## src/rtl/aci_pkg.sv

```systemverilog
`timescale 1ns/1ps
package aci_pkg;
  localparam int unsigned MODE_W  = 4;
  localparam int unsigned RSEL_W  = 2;
  localparam int unsigned NUM_DREG = 3;

  typedef struct packed {
    logic [RSEL_W-1:0] rsel;
    logic              byte_irq;
    logic              en;
  } mode_t;
endpackage

```

## src/rtl/aci_rst_sync.sv

```systemverilog
`timescale 1ns/1ps
module aci_rst_sync #(
  parameter int unsigned STAGES = 2
) (
  input  logic clk,
  input  logic rst_n,
  output logic rst_int_n
);
  logic [STAGES-1:0] sync_q;
  logic [STAGES-1:0] sync_d;

  always_comb begin
    sync_d = {sync_q[STAGES-2:0], 1'b1};
  end

  always_ff @(posedge clk or negedge rst_n) begin
    if (!rst_n) sync_q <= '0;
    else        sync_q <= sync_d;
  end

  assign rst_int_n = sync_q[STAGES-1];
endmodule

```

## src/rtl/aci_bus_front.sv

```systemverilog
`timescale 1ns/1ps
module aci_bus_front #(
  parameter int unsigned DATA_W = 8,
  parameter int unsigned ID_W   = 3
) (
  input  logic              clk,
  input  logic              rst_n,
  input  logic              cs_n,
  input  logic              rw,
  input  logic              a1,
  input  logic [DATA_W-1:0] din,
  input  logic [ID_W-1:0]   strap_id,
  output logic              acc_start,
  output logic              acc_end,
  output logic              cmd_hit,
  output logic              mode_touch,
  output logic              data_wr,
  output logic              byte_done,
  output logic              selected
);
  logic            cs_q;
  logic            sel_q;
  logic            sel_d;
  logic            cmd_wr;
  logic [ID_W-1:0] id_field;

  always_comb begin
    acc_start = cs_q & ~cs_n;
    acc_end   = ~cs_q & cs_n;
    id_field  = din[DATA_W-1 -: ID_W];
    cmd_wr    = acc_start & ~a1 & ~rw;
    cmd_hit   = cmd_wr & (id_field == strap_id);
    sel_d     = cmd_wr ? cmd_hit : sel_q;
    mode_touch = cmd_hit | (acc_start & ~a1 & rw & sel_q);
    data_wr   = acc_start & a1 & ~rw & sel_q;
    byte_done = acc_end & sel_q;
  end

  always_ff @(posedge clk or negedge rst_n) begin
    if (!rst_n) begin
      cs_q  <= 1'b1;
      sel_q <= 1'b0;
    end else begin
      cs_q  <= cs_n;
      sel_q <= sel_d;
    end
  end

  assign selected = sel_q;
endmodule

```

## src/rtl/aci_regs.sv

```systemverilog
`timescale 1ns/1ps
module aci_regs
  import aci_pkg::*;
#(
  parameter int unsigned DATA_W = 8,
  parameter int unsigned ID_W   = 3
) (
  input  logic              clk,
  input  logic              rst_n,
  input  logic              cmd_hit,
  input  logic              data_wr,
  input  logic              a1,
  input  logic [DATA_W-1:0] din,
  input  logic [ID_W-1:0]   strap_id,
  output mode_t             mode,
  output logic [DATA_W-1:0] rd_data
);
  localparam int unsigned PAD_W = DATA_W - ID_W - MODE_W;

  mode_t             mode_q;
  mode_t             mode_d;
  logic [DATA_W-1:0] dreg_q [NUM_DREG];
  logic [DATA_W-1:0] dsel_data;

  always_comb begin
    mode_d = mode_q;
    if (cmd_hit) mode_d = mode_t'(din[MODE_W-1:0]);
  end

  always_ff @(posedge clk or negedge rst_n) begin
    if (!rst_n) mode_q <= '0;
    else        mode_q <= mode_d;
  end

  for (genvar g = 0; g < NUM_DREG; g++) begin : g_dreg
    logic              wr_en;
    logic [DATA_W-1:0] nxt;
    always_comb begin
      wr_en = data_wr && (mode_q.rsel == RSEL_W'(g));
      nxt   = wr_en ? din : dreg_q[g];
    end
    always_ff @(posedge clk or negedge rst_n) begin
      if (!rst_n) dreg_q[g] <= '0;
      else        dreg_q[g] <= nxt;
    end
  end

  always_comb begin
    dsel_data = '0;
    for (int i = 0; i < NUM_DREG; i++) begin
      if (mode_q.rsel == RSEL_W'(i)) dsel_data = dreg_q[i];
    end
    rd_data = a1 ? dsel_data : {strap_id, {PAD_W{1'b0}}, mode_q};
  end

  assign mode = mode_q;
endmodule

```

## src/rtl/aci_irq.sv

```systemverilog
`timescale 1ns/1ps
module aci_irq (
  input  logic clk,
  input  logic rst_n,
  input  logic en,
  input  logic byte_irq,
  input  logic byte_done,
  input  logic xfer_done,
  input  logic clr,
  output logic irq_drive
);
  logic flag_q;
  logic flag_d;
  logic set_req;

  always_comb begin
    set_req = xfer_done | (byte_done & byte_irq);
    if (!en)          flag_d = 1'b0;
    else if (set_req) flag_d = 1'b1;
    else if (clr)     flag_d = 1'b0;
    else              flag_d = flag_q;
  end

  always_ff @(posedge clk or negedge rst_n) begin
    if (!rst_n) flag_q <= 1'b0;
    else        flag_q <= flag_d;
  end

  assign irq_drive = flag_q;
endmodule

```

## src/rtl/addr_cmd_if.sv

```systemverilog
`timescale 1ns/1ps
module addr_cmd_if
  import aci_pkg::*;
#(
  parameter int unsigned DATA_W = 8,
  parameter int unsigned ID_W   = 3
) (
  input  logic              clk,
  input  logic              rst_n,
  input  logic [ID_W-1:0]   strap_id,
  input  logic              cs_n,
  input  logic              rw,
  input  logic              a1,
  input  logic [DATA_W-1:0] bus_din,
  input  logic              xfer_done,
  output logic [DATA_W-1:0] bus_dout,
  output logic              bus_oe,
  output logic              irq_drive
);
  logic              rst_int_n;
  logic              acc_start;
  logic              acc_end;
  logic              cmd_hit;
  logic              mode_touch;
  logic              data_wr;
  logic              byte_done;
  logic              selected;
  mode_t             mode;
  logic [DATA_W-1:0] rd_data;

  aci_rst_sync #(.STAGES(2)) u_rst (
    .clk(clk), .rst_n(rst_n), .rst_int_n(rst_int_n)
  );

  aci_bus_front #(.DATA_W(DATA_W), .ID_W(ID_W)) u_front (
    .clk(clk), .rst_n(rst_int_n), .cs_n(cs_n), .rw(rw), .a1(a1),
    .din(bus_din), .strap_id(strap_id), .acc_start(acc_start),
    .acc_end(acc_end), .cmd_hit(cmd_hit), .mode_touch(mode_touch),
    .data_wr(data_wr), .byte_done(byte_done), .selected(selected)
  );

  aci_regs #(.DATA_W(DATA_W), .ID_W(ID_W)) u_regs (
    .clk(clk), .rst_n(rst_int_n), .cmd_hit(cmd_hit), .data_wr(data_wr),
    .a1(a1), .din(bus_din), .strap_id(strap_id), .mode(mode),
    .rd_data(rd_data)
  );

  aci_irq u_irq (
    .clk(clk), .rst_n(rst_int_n), .en(mode.en), .byte_irq(mode.byte_irq),
    .byte_done(byte_done), .xfer_done(xfer_done), .clr(mode_touch),
    .irq_drive(irq_drive)
  );

  always_comb begin
    bus_oe   = ~cs_n & rw & selected;
    bus_dout = bus_oe ? rd_data : '0;
  end
endmodule

```

## config.mk

```make
export PLATFORM = sky130hd
export DESIGN_NAME = addr_cmd_if
export DESIGN_NICKNAME = d
export VERILOG_FILES = /design/src/rtl/aci_pkg.sv /design/src/rtl/aci_rst_sync.sv /design/src/rtl/aci_bus_front.sv /design/src/rtl/aci_regs.sv /design/src/rtl/aci_irq.sv /design/src/rtl/addr_cmd_if.sv
export SDC_FILE = /design/constraint.sdc
export NUM_CORES = 1
export LEC_CHECK = 0
export ABC_AREA = 1
export BUFFER_PORTS_ARGS = -buffer_cell sky130_fd_sc_hd__buf_2
export CAP_MARGIN = 20
export CORE_MARGIN = 2
export CORE_UTILIZATION = 45
export CTS_BUF_LIST = sky130_fd_sc_hd__clkbuf_16
export CTS_CLUSTER_SIZE = 25
export DETAILED_ROUTE_END_ITERATION = 8
export PLACE_DENSITY = 0.74
export SLEW_MARGIN = 5
export SYNTH_ARGS = -nofsm -noshare
export SYNTH_HDL_FRONTEND = slang
export SYNTH_SLANG_ARGS = --single-unit
```

## constraint.sdc

```tcl
create_clock -name clk -period 1.7 [get_ports clk]
set_clock_uncertainty 0.05 [all_clocks]
set_input_delay 0.085 -clock clk [delete_from_list [all_inputs] [get_ports clk]]
set_output_delay 0.085 -clock clk [all_outputs]
set_load 0.005 [all_outputs]
```

==> out/metrics.yaml, run 1 <==
r2r_cells: 7
fin_ws_ns: 0.0826
drt_first_pass_iters: 4
post-route-drc-count: 0
setup.worst_path.class: "flip-flop to output pin"
period_needed_ns: 1.62
p_int_uw: 1720
cts_max_path_buffers: 2
yosys.area.top_type_share_pct: 45.6
start_util_pct: 47.2
diodes: 0
crit_path_end_kind: "output pin"
switching_share_pct: 30.1
worst_path_most_repeated_cell: "nand2_1"
cp.depth: 8
syn_nets: 215
p_seq_share_pct: 42.2
hold_viol: 0
synthCells: 198
grt_pass1_wl_um: 6350
antenna_found_initial: 0
p_switching_uw: 738
slew_violations: 0
root_buffer: "clkbuf_16"
required_ns: 1.56
cts_buffers: 5
startpoint: "u_regs.mode[3]"
cts.sinks: 33
synth_edf_count: 0
regToRegSetupSlack_ns: 0.23
grt_max_degree: 32
synth_area_sq_um: 1750
critical_path_arrival_ns: 1.48
fp.coreArea_sq_um: 3720
ys_seq_area_share_pct: 47.1
p_clk_share_pct: 33.8
ys_types: 29
vias: 1412
setup_viol: 0
avgSynthCellArea_sq_um: 8.86
slowest_stage: "dfrtp_2"
final_layout_size_suffix_gt1_share_pct: 37.6
worstSetupStartpointType: "flip-flop"
rows: 22
ys_seq_elements: 33
overflow: 0
yosysWarnings: 0
area_growth_pct: 21.8
die_width_um: 66.4
cts.clk_slew.worst_paths_ns: 0.05
max-vdd-ir-drop_v: 0.000715
power_density_nw_per_um2: 1150
drtIter0Drc: 90
drtAntennaViolNets: 0
cap_violations: 0
routed_wl_um: 3830
grt_pass1_vias: 1364
r2r_start: "u_regs.mode[3]"
ios: 27
cts_tree: "built"
hp-class: "input port to flip-flop"
max_freq_mhz: 618
power.share.combinational_pct: 24.0
synthArstFlopShare_pct: 100
hp-start: "xfer_done"
regToRegEndpoint: "u_regs.dreg_q[13]"
path_delay_family: "flip-flops"
pre_cts_ws_ns: 0.201
cellLeakagePower_uw: 0.00107
io_buffers: 26
grt_use_total_pct: 19.7
nets: 253
setup.worst_path.end: "bus_dout[1]"
synth_flop_cell: "dfrtp_1"
cp_max_fo: 8
rsz0062_at_grt: "yes"
path_buf_inv: 3
clk_latency_ns: 0.28
die_h_um: 66.4
finalCritPeriodShare_pct: 95.1
gp_congestion: 0.853
worstPathCellList: "inv_4 > nand2_2 > clkinv_4 > nand2_1 > nand2_1 > o21ai_1 > a21oi_1 > buf_2"
vias_per_cell: 4.95
slowest_delay_ns: 0.48
htree_levels: 2
total_power_uw: 2450
synth_top_cell_by_area: "dfrtp_1"
synth.area.top_cells: "dfrtp_1 (46%), nand2_1 (13%), o21ai_2 (12%), o21ai_1 (4.9%), nand3_4 (3.0%)"
dp_hpwl_um: 2580
status: "finished, final reports clean"
wl_per_cell_um: 13.4
die-area_sq_um: 4410
-- flip-flops by register name, indices dropped and copies added, names as in the netlist --
signal and count:
u_front.cs_q 1, u_front.selected 1, u_irq.irq_drive 1, u_regs.dreg_q 24, u_regs.mode 4, u_rst.sync_q 2
-- per-layer routing --
metal	track usage [%]	vias up	wire (um)
met4	6.89	0	48
met3	6.30	6	200
li1	-	719	-
met1	26.5	660	1730
met2	29.9	27	1850
met5	0	-	0
-- metrics by stage --
stage                     setup TNS [ns]  area [sq um]  hold slack, ns  utilization (%)  instances
final                                  0          2140          0.0583             57.5        285
after global routing             -0.0507          2140          0.0648             57.5        285
after CTS                              0          2050          0.0514             55.3        277
after detailed placement               0          1900          -0.179             51.0        267
after global placement                 0          1900          -0.180             51.0        267
after floorplan                        0          1750          -0.261                -        198
-- cells in the mapped netlist, types with 2 or more instances --
library cell,count
nor2_4,2
nand2_2,4
o21ai_2,24
o21ai_0,3
nor2_2,2
inv_1,13
nand2_1,59
inv_2,7
buf_6,4
a21oi_1,5
dfrtp_1,32
nand3_1,4
o21ai_1,17
nor2_1,5
nand3_4,3
-- timing repair --
item                                   4_1_cts  5_1_grt
buffers inserted                             0        8
gates resized for setup                      1        5
setup endpoints to repair                    1        8
hold buffers                                 2        0
endpoints found under the hold margin        3        0
pin swaps                                    0        1
-- layout by cell type, fill, tap and decap left out, types with 3 or more instances in the layout --
| cell type | count |
|---|---|
| o21ai_2 | 24 |
| nand3_1 | 4 |
| nand2_1 | 59 |
| nand2_2 | 4 |
| inv_1 | 16 |
| buf_4 | 8 |
| a21oi_1 | 5 |
| inv_2 | 5 |
| o21ai_1 | 18 |
| nor2_4 | 3 |
| buf_2 | 26 |
| nand3_4 | 3 |
| clkbuf_16 | 5 |
| nor2_1 | 5 |
| dfrtp_1 | 30 |
-- final cells by class --
class	count	area, sq um
sequential	33	830
multi-input combinational	138	792
timing repair buffer	37	230
fill	354	1580
clock inverter	3	11.3
inverter	21	88.8
tap	48	60.1
clock buffer	5	125
-- worst min-delay path by stage --
stage	endpoint	cells past startpoint	slack (ns)
global placement	u_rst.sync_q[1]	1	-0.18
CTS	u_irq.irq_drive	5	0.05
detailed placement	u_rst.sync_q[1]	1	-0.18
global route	u_rst.sync_q[1]	2	0.06
finish	u_irq.irq_drive	5	0.06
floorplan	u_rst.sync_q[0]	0	-0.26
-- logic make-up (layout without fill, tap and decap cells) --
group | count (synthesis) | after routing | synth area share, %
AO/OA/AOI/OAI | 52 | 52 | 20.5
buffers and inverters | 27 | 66 | 7.99
flip-flops | 33 | 33 | 47.1
XOR/XNOR | 1 | 1 | 0.499
other | 1 | 1 | 0.214
AND/OR/NAND/NOR | 84 | 84 | 23.7
-- worst min-delay path: cells and delay by family --
family                 cells  cell delay (ns)
and+or+nand+nor            3             0.16
buffers and inverters      2             0.11
-- power groups by stage --
stage	combinational, uW	clock (uW)	sequential, uW
final	589	828	1040
after global routing	665	892	1050
after CTS	518	846	1020
after detailed placement	511	0	1030
after global placement	499	0	1040
after floorplan	403	0	1010
(Power assumes the default switching activity.)
==> run 2, diff against run 1 <==
--- a/config.mk
+++ b/config.mk
@@ -10,10 +10,11 @@
 export CAP_MARGIN = 20
 export CORE_MARGIN = 2
 export CORE_UTILIZATION = 45
-export CTS_BUF_LIST = sky130_fd_sc_hd__clkbuf_16
+export CTS_BUF_LIST = sky130_fd_sc_hd__clkbuf_4 sky130_fd_sc_hd__clkbuf_8
 export CTS_CLUSTER_SIZE = 25
 export DETAILED_ROUTE_END_ITERATION = 8
-export PLACE_DENSITY = 0.74
+export PLACE_DENSITY = 0.76
+export SKIP_CTS_REPAIR_TIMING = 1
 export SLEW_MARGIN = 5
 export SYNTH_ARGS = -nofsm -noshare
 export SYNTH_HDL_FRONTEND = slang
==> constraint.sdc (replaced) <==
create_clock -name clk -period 1.4 [get_ports clk]
set_clock_uncertainty 0.05 [all_clocks]
set_input_delay 0.07 -clock clk [delete_from_list [all_inputs] [get_ports clk]]
set_output_delay 0.07 -clock clk [all_outputs]
set_load 0.005 [all_outputs]
==> run 2 against run 1 <==
Compared with the run above:
- the run now ends with negative setup slack left
- worst setup slack lost 0.34 ns
- power grew 16%
- utilization grew 4.8 points
- non-clock buffer count grew 14
- global-route usage shrank 0.90 points
- count of clock-buffer cells in the layout grew 2
- cell count grew 5.6%
- hold slack lost 0.031 ns
- largest cell class is now multi-input combinational cells
- largest power group unchanged
==> out/metrics.yaml, run 2 (synthesis results as in run 1) <==
status: "finished, violations left"
violations: "negative setup slack"
nets: 270
grt_use_total_pct: 18.8
area_growth_pct: 32.1
drtIter0Drc: 93
setup.worst_path.class: "flip-flop to output pin"
wl_per_cell_um: 14.6
max_freq_mhz: 603
clk_latency_ns: 0.28
ios: 27
hp-class: "input port to flip-flop"
die_h_um: 66.4
die-area_sq_um: 4410
cts.clk_slew.worst_paths_ns: 0.06
root_buffer: "clkbuf_8"
power.share.combinational_pct: 29.8
grt_pass1_vias: 1268
antenna_found_initial: 0
setup_viol: 24
fin_ws_ns: -0.258
p_clk_share_pct: 25.9
cap_violations: 0
final_layout_size_suffix_gt1_share_pct: 49.0
path_delay_family: "flip-flops"
cts_max_path_buffers: 2
multiInputGateArea_sq_um: 913
rows: 22
hold_viol: 0
finalSetupTns_ns: -1.94
path_buf_inv: 4
grt_max_degree: 32
max-vdd-ir-drop_v: 0.000630
worstSetupStartpointType: "flip-flop"
routed_wl_um: 4400
period_needed_ns: 1.66
cts_tree: "built"
final_util_pct: 62.4
p_switching_uw: 923
fp.coreArea_sq_um: 3720
dp_hpwl_um: 2550
mostFrequentLayoutCell: "nand2_1"
htree_levels: 2
regArea_sq_um: 830
fillCellCount: 315
cp_max_fo: 7
cellLeakagePower_uw: 0.00112
mostFrequentLayoutCells: "nand2_1 (44), dfrtp_1 (30), buf_2 (26), o21ai_2 (24), buf_4 (19)"
gp_congestion: 0.775
required_ns: 1.28
post-route-drc-count: 0
top_register: "u_regs.dreg_q"
worstPathCellList: "inv_4 > buf_6 > nand2_4 > clkinv_4 > nand2_2 > nand2_1 > o21ai_1 > a21oi_1 > buf_2"
overflow: 0
diodes: 0
io_buffers: 26
cts_buffers: 5
crit_path_end_kind: "output pin"
slowest_stage: "dfrtp_2"
critical_path_arrival_ns: 1.54
drtAntennaViolNets: 0
vias: 1551
die_width_um: 66.4
pre_cts_ws_ns: -0.0419
vias_per_cell: 5.15
slew_violations: 0
grt_pass1_wl_um: 6060
p_int_uw: 1920
finalCritPeriodShare_pct: 118
whs_ns: 0.0274
rsz0062_at_grt: "yes"
slowest_delay_ns: 0.47
cts.sinks: 33
largest_reg_flops: 24
drt_first_pass_iters: 4
start_util_pct: 47.2
p_seq_share_pct: 44.3
switching_share_pct: 32.5
power_density_nw_per_um2: 1230
[run 2: cell count changes in the layout (fill, tap and decap cells not counted), sizes merged]
cell | before | now
buf | 35 | 49
nand3 | 8 | 11
clkbuf | 5 | 7
inv | 23 | 20
[run 2: metrics by stage]
stage          instance area [sq um]  instances  total power (uW)
3_5_place_dp                    1960        276              1930
4_1_cts                         2050        283              2670
6_report                        2320        301              2840
5_1_grt                         2320        301              3010
2_1_floorplan                   1750        198              1720
3_3_place_gp                    1960        276              1920
[run 2: path summary, 6_finish.rpt]
kind / startpoint / end / slack (ns) / depth (start not counted)
worst max-delay path: u_regs.mode[3] / bus_dout[1] / -0.26 / 9
worst min-delay path: bus_din[6] / u_regs.dreg_q[6] / 0.03 / 3
worst max register to register: u_front.cs_q / u_regs.dreg_q[8] / -0.05 / 6
worst min register to register: u_rst.sync_q[1] / u_regs.dreg_q[20] / 0.21 / 1
max in group asynchronous: u_rst.sync_q[1] / u_front.cs_q / 0.77 / 1
min in group asynchronous: rst_n / u_rst.sync_q[1] / 0.04 / 2
[run 2: power groups by stage]
stage | combinational, uW | clock, uW | sequential (uW)
after floorplan | 489 | 0 | 1230
after global placement | 673 | 0 | 1250
after detailed placement | 682 | 0 | 1250
after CTS | 686 | 748 | 1230
after global routing | 938 | 797 | 1280
final | 846 | 737 | 1260
[run 2: cell type report]
cell class	count	share of cell area (%)
tap	48	2.59
multi-input combinational	141	39.4
sequential	33	35.8
timing repair buffer	51	14.6
inverter	21	3.73
clock buffer	7	3.89
[run 2: layer usage]
layer | up-vias | GRT usage, % | part of all wire [%]
li1 | 759 | - | -
met1 | 734 | 25.9 | 42
met2 | 46 | 28.1 | 50
met3 | 12 | 4.09 | 5.3
met4 | 0 | 8.67 | 1.9
met5 | - | 0 | 0
[run 2: worst min-delay path, stage by stage]
cell     delay (ns)
buf_2          0.10
inv_2          0.07
o21ai_2        0.10
